--- config.mk ---
export PLATFORM = sky130hd
export DESIGN_NAME = clear_channel_tx
export DESIGN_NICKNAME = d
export VERILOG_FILES = /design/src/rtl/ctx_pkg.sv /design/src/rtl/ctx_fill_sel.sv /design/src/rtl/ctx_bit_ctr.sv /design/src/rtl/ctx_shifter.sv /design/src/rtl/clear_channel_tx.sv
export SDC_FILE = /design/constraint.sdc
export NUM_CORES = 1
export LEC_CHECK = 0
export BUFFER_PORTS_ARGS = -buffer_cell sky130_fd_sc_hd__buf_2
export CAP_MARGIN = 15
export CORE_AREA = 2 2 41 43
export CTS_CLUSTER_SIZE = 40
export DETAILED_ROUTE_END_ITERATION = 10
export DIE_AREA = 0 0 43 45
export GPL_ROUTABILITY_DRIVEN = 0
export PLACE_DENSITY_LB_ADDON = 0.12
export SLEW_MARGIN = 25
export SYNTH_ARGS = -nofsm -noshare
export SYNTH_HDL_FRONTEND = slang
export SYNTH_HIERARCHICAL = 1
export SYNTH_SLANG_ARGS = --single-unit
--- constraint.sdc ---
create_clock -name clk -period 1.4 [get_ports clk]
set_input_delay 0.14 -clock clk [delete_from_list [all_inputs] [get_ports clk]]
set_output_delay 0.14 -clock clk [all_outputs]
set_load 0.1 [all_outputs]
--- src/rtl/ctx_pkg.sv ---
package ctx_pkg;
  typedef enum logic [1:0] {
    SRC_USER = 2'd0,
    SRC_IDLE = 2'd1,
    SRC_ONES = 2'd2
  } src_kind_e;
endpackage

--- src/rtl/ctx_fill_sel.sv ---
module ctx_fill_sel
  import ctx_pkg::*;
#(
  parameter int DATA_W = 8
) (
  input  logic              fifo_empty,
  input  logic [DATA_W-1:0] fifo_data,
  input  logic              match_en,
  input  logic [DATA_W-1:0] idle_char,
  output logic [DATA_W-1:0] src_byte,
  output logic              src_user
);
  localparam logic [DATA_W-1:0] ONES = {DATA_W{1'b1}};

  src_kind_e kind;

  always_comb begin
    if (!fifo_empty)   kind = SRC_USER;
    else if (match_en) kind = SRC_IDLE;
    else               kind = SRC_ONES;
  end

  always_comb begin
    unique case (kind)
      SRC_USER: src_byte = fifo_data;
      SRC_IDLE: src_byte = idle_char;
      default:  src_byte = ONES;
    endcase
  end

  assign src_user = (kind == SRC_USER);
endmodule

--- src/rtl/ctx_bit_ctr.sv ---
module ctx_bit_ctr #(
  parameter int DATA_W = 8
) (
  input  logic clk,
  input  logic rst,
  input  logic step,
  output logic at_last
);
  localparam int CW = (DATA_W > 1) ? $clog2(DATA_W) : 1;
  localparam logic [CW-1:0] LAST = CW'(DATA_W - 1);

  logic [CW-1:0] pos;

  always_ff @(posedge clk) begin
    if (rst) begin
      pos <= LAST;
    end else if (step) begin
      if (pos == LAST) pos <= '0;
      else             pos <= pos + 1'b1;
    end
  end

  assign at_last = (pos == LAST);
endmodule

--- src/rtl/ctx_shifter.sv ---
module ctx_shifter #(
  parameter int DATA_W = 8
) (
  input  logic              clk,
  input  logic              rst,
  input  logic              step,
  input  logic              load,
  input  logic [DATA_W-1:0] load_byte,
  input  logic              load_user,
  output logic              tx_bit,
  output logic              rd_pulse
);
  logic [DATA_W-1:0] sreg;

  always_ff @(posedge clk) begin
    if (rst) begin
      sreg     <= '1;
      tx_bit   <= 1'b1;
      rd_pulse <= 1'b0;
    end else begin
      rd_pulse <= step && load && load_user;
      if (step) begin
        if (load) begin
          tx_bit <= load_byte[0];
          sreg   <= {1'b1, load_byte[DATA_W-1:1]};
        end else begin
          tx_bit <= sreg[0];
          sreg   <= {1'b1, sreg[DATA_W-1:1]};
        end
      end
    end
  end
endmodule

--- src/rtl/clear_channel_tx.sv ---
module clear_channel_tx #(
  parameter int DATA_W = 8
) (
  input  logic              clk,
  input  logic              rst,
  input  logic              bit_en,
  input  logic              fifo_empty,
  input  logic [DATA_W-1:0] fifo_data,
  output logic              fifo_rd,
  input  logic              match_en,
  input  logic [DATA_W-1:0] idle_char,
  output logic              tx_bit
);
  logic              at_last;
  logic [DATA_W-1:0] src_byte;
  logic              src_user;

  ctx_fill_sel #(.DATA_W(DATA_W)) u_sel (
    .fifo_empty (fifo_empty),
    .fifo_data  (fifo_data),
    .match_en   (match_en),
    .idle_char  (idle_char),
    .src_byte   (src_byte),
    .src_user   (src_user)
  );

  ctx_bit_ctr #(.DATA_W(DATA_W)) u_ctr (
    .clk     (clk),
    .rst     (rst),
    .step    (bit_en),
    .at_last (at_last)
  );

  ctx_shifter #(.DATA_W(DATA_W)) u_shf (
    .clk       (clk),
    .rst       (rst),
    .step      (bit_en),
    .load      (at_last),
    .load_byte (src_byte),
    .load_user (src_user),
    .tx_bit    (tx_bit),
    .rd_pulse  (fifo_rd)
  );
endmodule

==> out/metrics.csv <==
metric,value,unit
outcome,"finished, final reports clean",
yosysSeqAreaShare,0.369,
worst_ep_required,1.54,ns
crit_path_end_kind,register,
remaining_antenna_violation_count,0,
ir_worst_vdd,611,µV
clkLatencyLatePin,0.26,ns
grt_use_total,0.123,
sum_of_negative_setup_slack,0,ns
postPlaceCellArea,746,µm²
cts_root_buffer,sky130_fd_sc_hd__clkbuf_4,
cts.repair.resized,0,
crit_buf_inv,1,
finalPower,0.000764,W
synthesized_netlist_net_count,87,
synth_largest_type_area_fraction,0.369,
crit_fanout,9,
drtPass1Iterations,4,
detail_route.wirelength,1130,µm
cp-endpoint,u_shf/tx_bit,
tritoncts_clock_tree,done,
largest_net_degree_at_the_start_of_global_routing,18,
syn2layout_area_growth,17.9,%
final-setup-viol-count,0,
achievable-frequency,772,MHz
fp.dieArea,1940,µm²
power.switching_fraction,0.267,
clockBufferDepth,2,
worst_pin_slew,0.485,ns
cellPowerDensity,995,nW/µm²
unrepaired_setup_endpoints_after_global_routing,no,
num_vias,511,
grt_overflow,0,
internal-power,0.000560,W
dpl.hpwl,835,µm
critical_path_cell_sequence,"ha_1, ha_1, buf_12, mux2i_1, a21oi_1",
cts_setup_buffers,0,
final.min_clock_period,1.30,ns
cp_data_arrival_time,1.44,ns
max_cap_viol_count,0,
final.period_utilization,0.925,
initial_core_util,0.443,
antenna_violations_before_repair,0,
reg2reg_to,u_shf/tx_bit,
p_leak,0.349,nW
timing.reg2reg.worst_path_depth,5,
start_kind,register,
power.share.combinational,0.254,
final-max-slew-violation-count,0,
hold_viol_final,0,
synthDominantAreaCellType,sky130_fd_sc_hd__dfxtp_1,
post_synth_inst_count,64,
nets,110,
power.switching,0.000204,W
drive_gt1_frac,0.388,
synthesis.area,652,µm²
timing.critical_path.from,u_ctr/pos[0],
worst_path_dominant_cell_family,adder cells,
postLayoutCellArea,768,µm²
die_x,43,µm
coreArea,1470,µm²
numPortBuffers,22,
antenna_cells_inserted,0,
critPathKind,register to register,
power_frac_seq,0.488,
headroom_to_the_max_slew_limit,0.679,
timing.critical_path.slowest_cell_delay,0.35,ns
placementRows,14,
synth_area_per_cell,10.2,µm²
synth_top_cells_by_area,"sky130_fd_sc_hd__dfxtp_1 (37%), sky130_fd_sc_hd__mux2i_1 (11%), sky130_fd_sc_hd__o22a_1 (9.4%), sky130_fd_sc_hd__buf_6 (8.6%), sky130_fd_sc_hd__nor3_1 (5.4%)",
h-tree-depth,1,
drt-vias-per-instance,5.06,
clock_power_share,0.258,
dr.first_iter.drc_count,3,
critical_path_cell_count,5,
die-height,45,µm
grt_pass1_wl,1780,µm
r2r_slack,0.10,ns
holdBufCountCts,0,
hp-class,input port to register,
cts-buffers-inserted,3,
timing.rr.start,u_ctr/pos[0],
first_global_vias,430,
worst_path_max_delay_cell,sky130_fd_sc_hd__dfxtp_1,
hold-worst-slack,0.286,ns
synthDistinctLibCells,20,
ys_warn_count,6,
synth-seq-cells,12,
drcViolationCount,0,
clkSlewWorstSetupHoldPaths,0.07,ns
pin_count,23,
skew,0.00318,ns
wl_per_cell,11.2,µm
clock_sinks,12,
critical-path-top-cell-by-count,sky130_fd_sc_hd__ha_1,
[tightest hold or removal path, stage by stage]
cell                      delay, ns
sky130_fd_sc_hd__buf_2         0.08
sky130_fd_sc_hd__o22a_1        0.11
sky130_fd_sc_hd__mux2i_1       0.08
sky130_fd_sc_hd__a21oi_2       0.11
[flip-flops by register name, summed over array words and instances, names as in the netlist]
| register | count |
|---|---|
| u_ctr/pos | 3 |
| u_shf/sreg | 7 |
| u_shf/rd_pulse | 1 |
| u_shf/tx_bit | 1 |
[cell usage after synthesis]
| cell type | n |
|---|---|
| sky130_fd_sc_hd__nor2b_4 | 1 |
| sky130_fd_sc_hd__and4b_1 | 1 |
| sky130_fd_sc_hd__inv_1 | 2 |
| sky130_fd_sc_hd__mux2i_1 | 7 |
| sky130_fd_sc_hd__a211o_1 | 1 |
| sky130_fd_sc_hd__a21oi_1 | 5 |
| sky130_fd_sc_hd__a21oi_2 | 2 |
| sky130_fd_sc_hd__and3b_1 | 1 |
| sky130_fd_sc_hd__buf_6 | 5 |
| sky130_fd_sc_hd__a31oi_1 | 1 |
| sky130_fd_sc_hd__o22a_1 | 7 |
| sky130_fd_sc_hd__a211o_2 | 2 |
| sky130_fd_sc_hd__ha_1 | 2 |
| sky130_fd_sc_hd__nor3_1 | 7 |
| sky130_fd_sc_hd__o21bai_1 | 1 |
| sky130_fd_sc_hd__nand2_2 | 1 |
| sky130_fd_sc_hd__dfxtp_1 | 12 |
| sky130_fd_sc_hd__nor2_2 | 1 |
| sky130_fd_sc_hd__nor2b_1 | 3 |
| sky130_fd_sc_hd__nor2_1 | 2 |
[how the worst min path moves through the flow]
| stage | slack [ns] | depth (start not counted) | endpoint | from |
|---|---|---|---|---|
| after floorplan | 0.23 | 1 | u_ctr/pos[0] | rst |
| after global placement | 0.49 | 2 | u_shf/sreg[1] | u_shf/sreg[1] |
| after detailed placement | 0.48 | 2 | u_shf/sreg[1] | u_shf/sreg[1] |
| after CTS | 0.28 | 4 | u_shf/sreg[1] | idle_char[2] |
| after global routing | 0.29 | 2 | u_shf/sreg[6] | rst |
| final | 0.29 | 4 | u_shf/sreg[1] | idle_char[2] |
[routing by layer]
| layer | up-vias | track usage | part of all wire |
|---|---|---|---|
| met5 | - | 0 | 0 |
| met4 | 0 | 0.0727 | 0.0080 |
| met3 | 2 | 0.0240 | 0.083 |
| met2 | 19 | 0.191 | 0.41 |
| met1 | 211 | 0.160 | 0.50 |
| li1 | 279 | - | - |
[power by group through the flow]
stage	Sequential, W	Clock, W	Combinational (W)
after global routing	0.000375	0.000226	0.000214
after global placement	0.000381	0	0.000193
after CTS	0.000372	0.000206	0.000197
after detailed placement	0.000380	0	0.000196
after floorplan	0.000398	0	0.000127
final	0.000373	0.000197	0.000194
[per-stage QoR]
| step | setup slack, ns | utilization | std cells |
|---|---|---|---|
| 2_1_floorplan | 0.176 | - | 64 |
| 3_3_place_gp | 0.169 | 0.507 | 98 |
| 3_5_place_dp | 0.120 | 0.507 | 98 |
| 4_1_cts | 0.113 | 0.522 | 101 |
| 5_1_grt | 0.0131 | 0.522 | 101 |
| 6_report | 0.105 | 0.522 | 101 |
[cell usage in the layout (no fill, tap or decap)]
cell type / n
sky130_fd_sc_hd__nor2_2: 1
sky130_fd_sc_hd__nor2b_4: 1
sky130_fd_sc_hd__nor2b_1: 3
sky130_fd_sc_hd__a211o_1: 1
sky130_fd_sc_hd__ha_1: 2
sky130_fd_sc_hd__inv_1: 2
sky130_fd_sc_hd__a31oi_1: 1
sky130_fd_sc_hd__a211o_2: 2
sky130_fd_sc_hd__buf_12: 1
sky130_fd_sc_hd__a21oi_1: 5
sky130_fd_sc_hd__dfxtp_1: 12
sky130_fd_sc_hd__mux2i_1: 7
sky130_fd_sc_hd__and4b_1: 1
sky130_fd_sc_hd__nor3_1: 7
sky130_fd_sc_hd__nand2_2: 1
sky130_fd_sc_hd__and3b_1: 1
sky130_fd_sc_hd__nor2_1: 2
sky130_fd_sc_hd__clkbuf_4: 3
sky130_fd_sc_hd__a21oi_2: 2
sky130_fd_sc_hd__o21bai_1: 1
sky130_fd_sc_hd__buf_2: 22
sky130_fd_sc_hd__o22a_1: 7
[area by class of cell]
cell class                 count  area (µm²)
clock buffer                   3        22.5
inverter                       2        7.51
sequential                    12         240
multi-input combinational     45         348
timing repair buffer          23         130
tap                           16        20.0
fill                         144         703
[logic make-up (layout without fill, tap and decap cells)]
logic type,after synthesis,count (layout),share of synthesized area
fa+ha+maj,2,2,0.0384
flops,12,12,0.369
compound gates,19,19,0.225
mux,7,7,0.107
buf+inv,7,28,0.0979
simple gates,17,17,0.163
(Power assumes the default switching activity.)
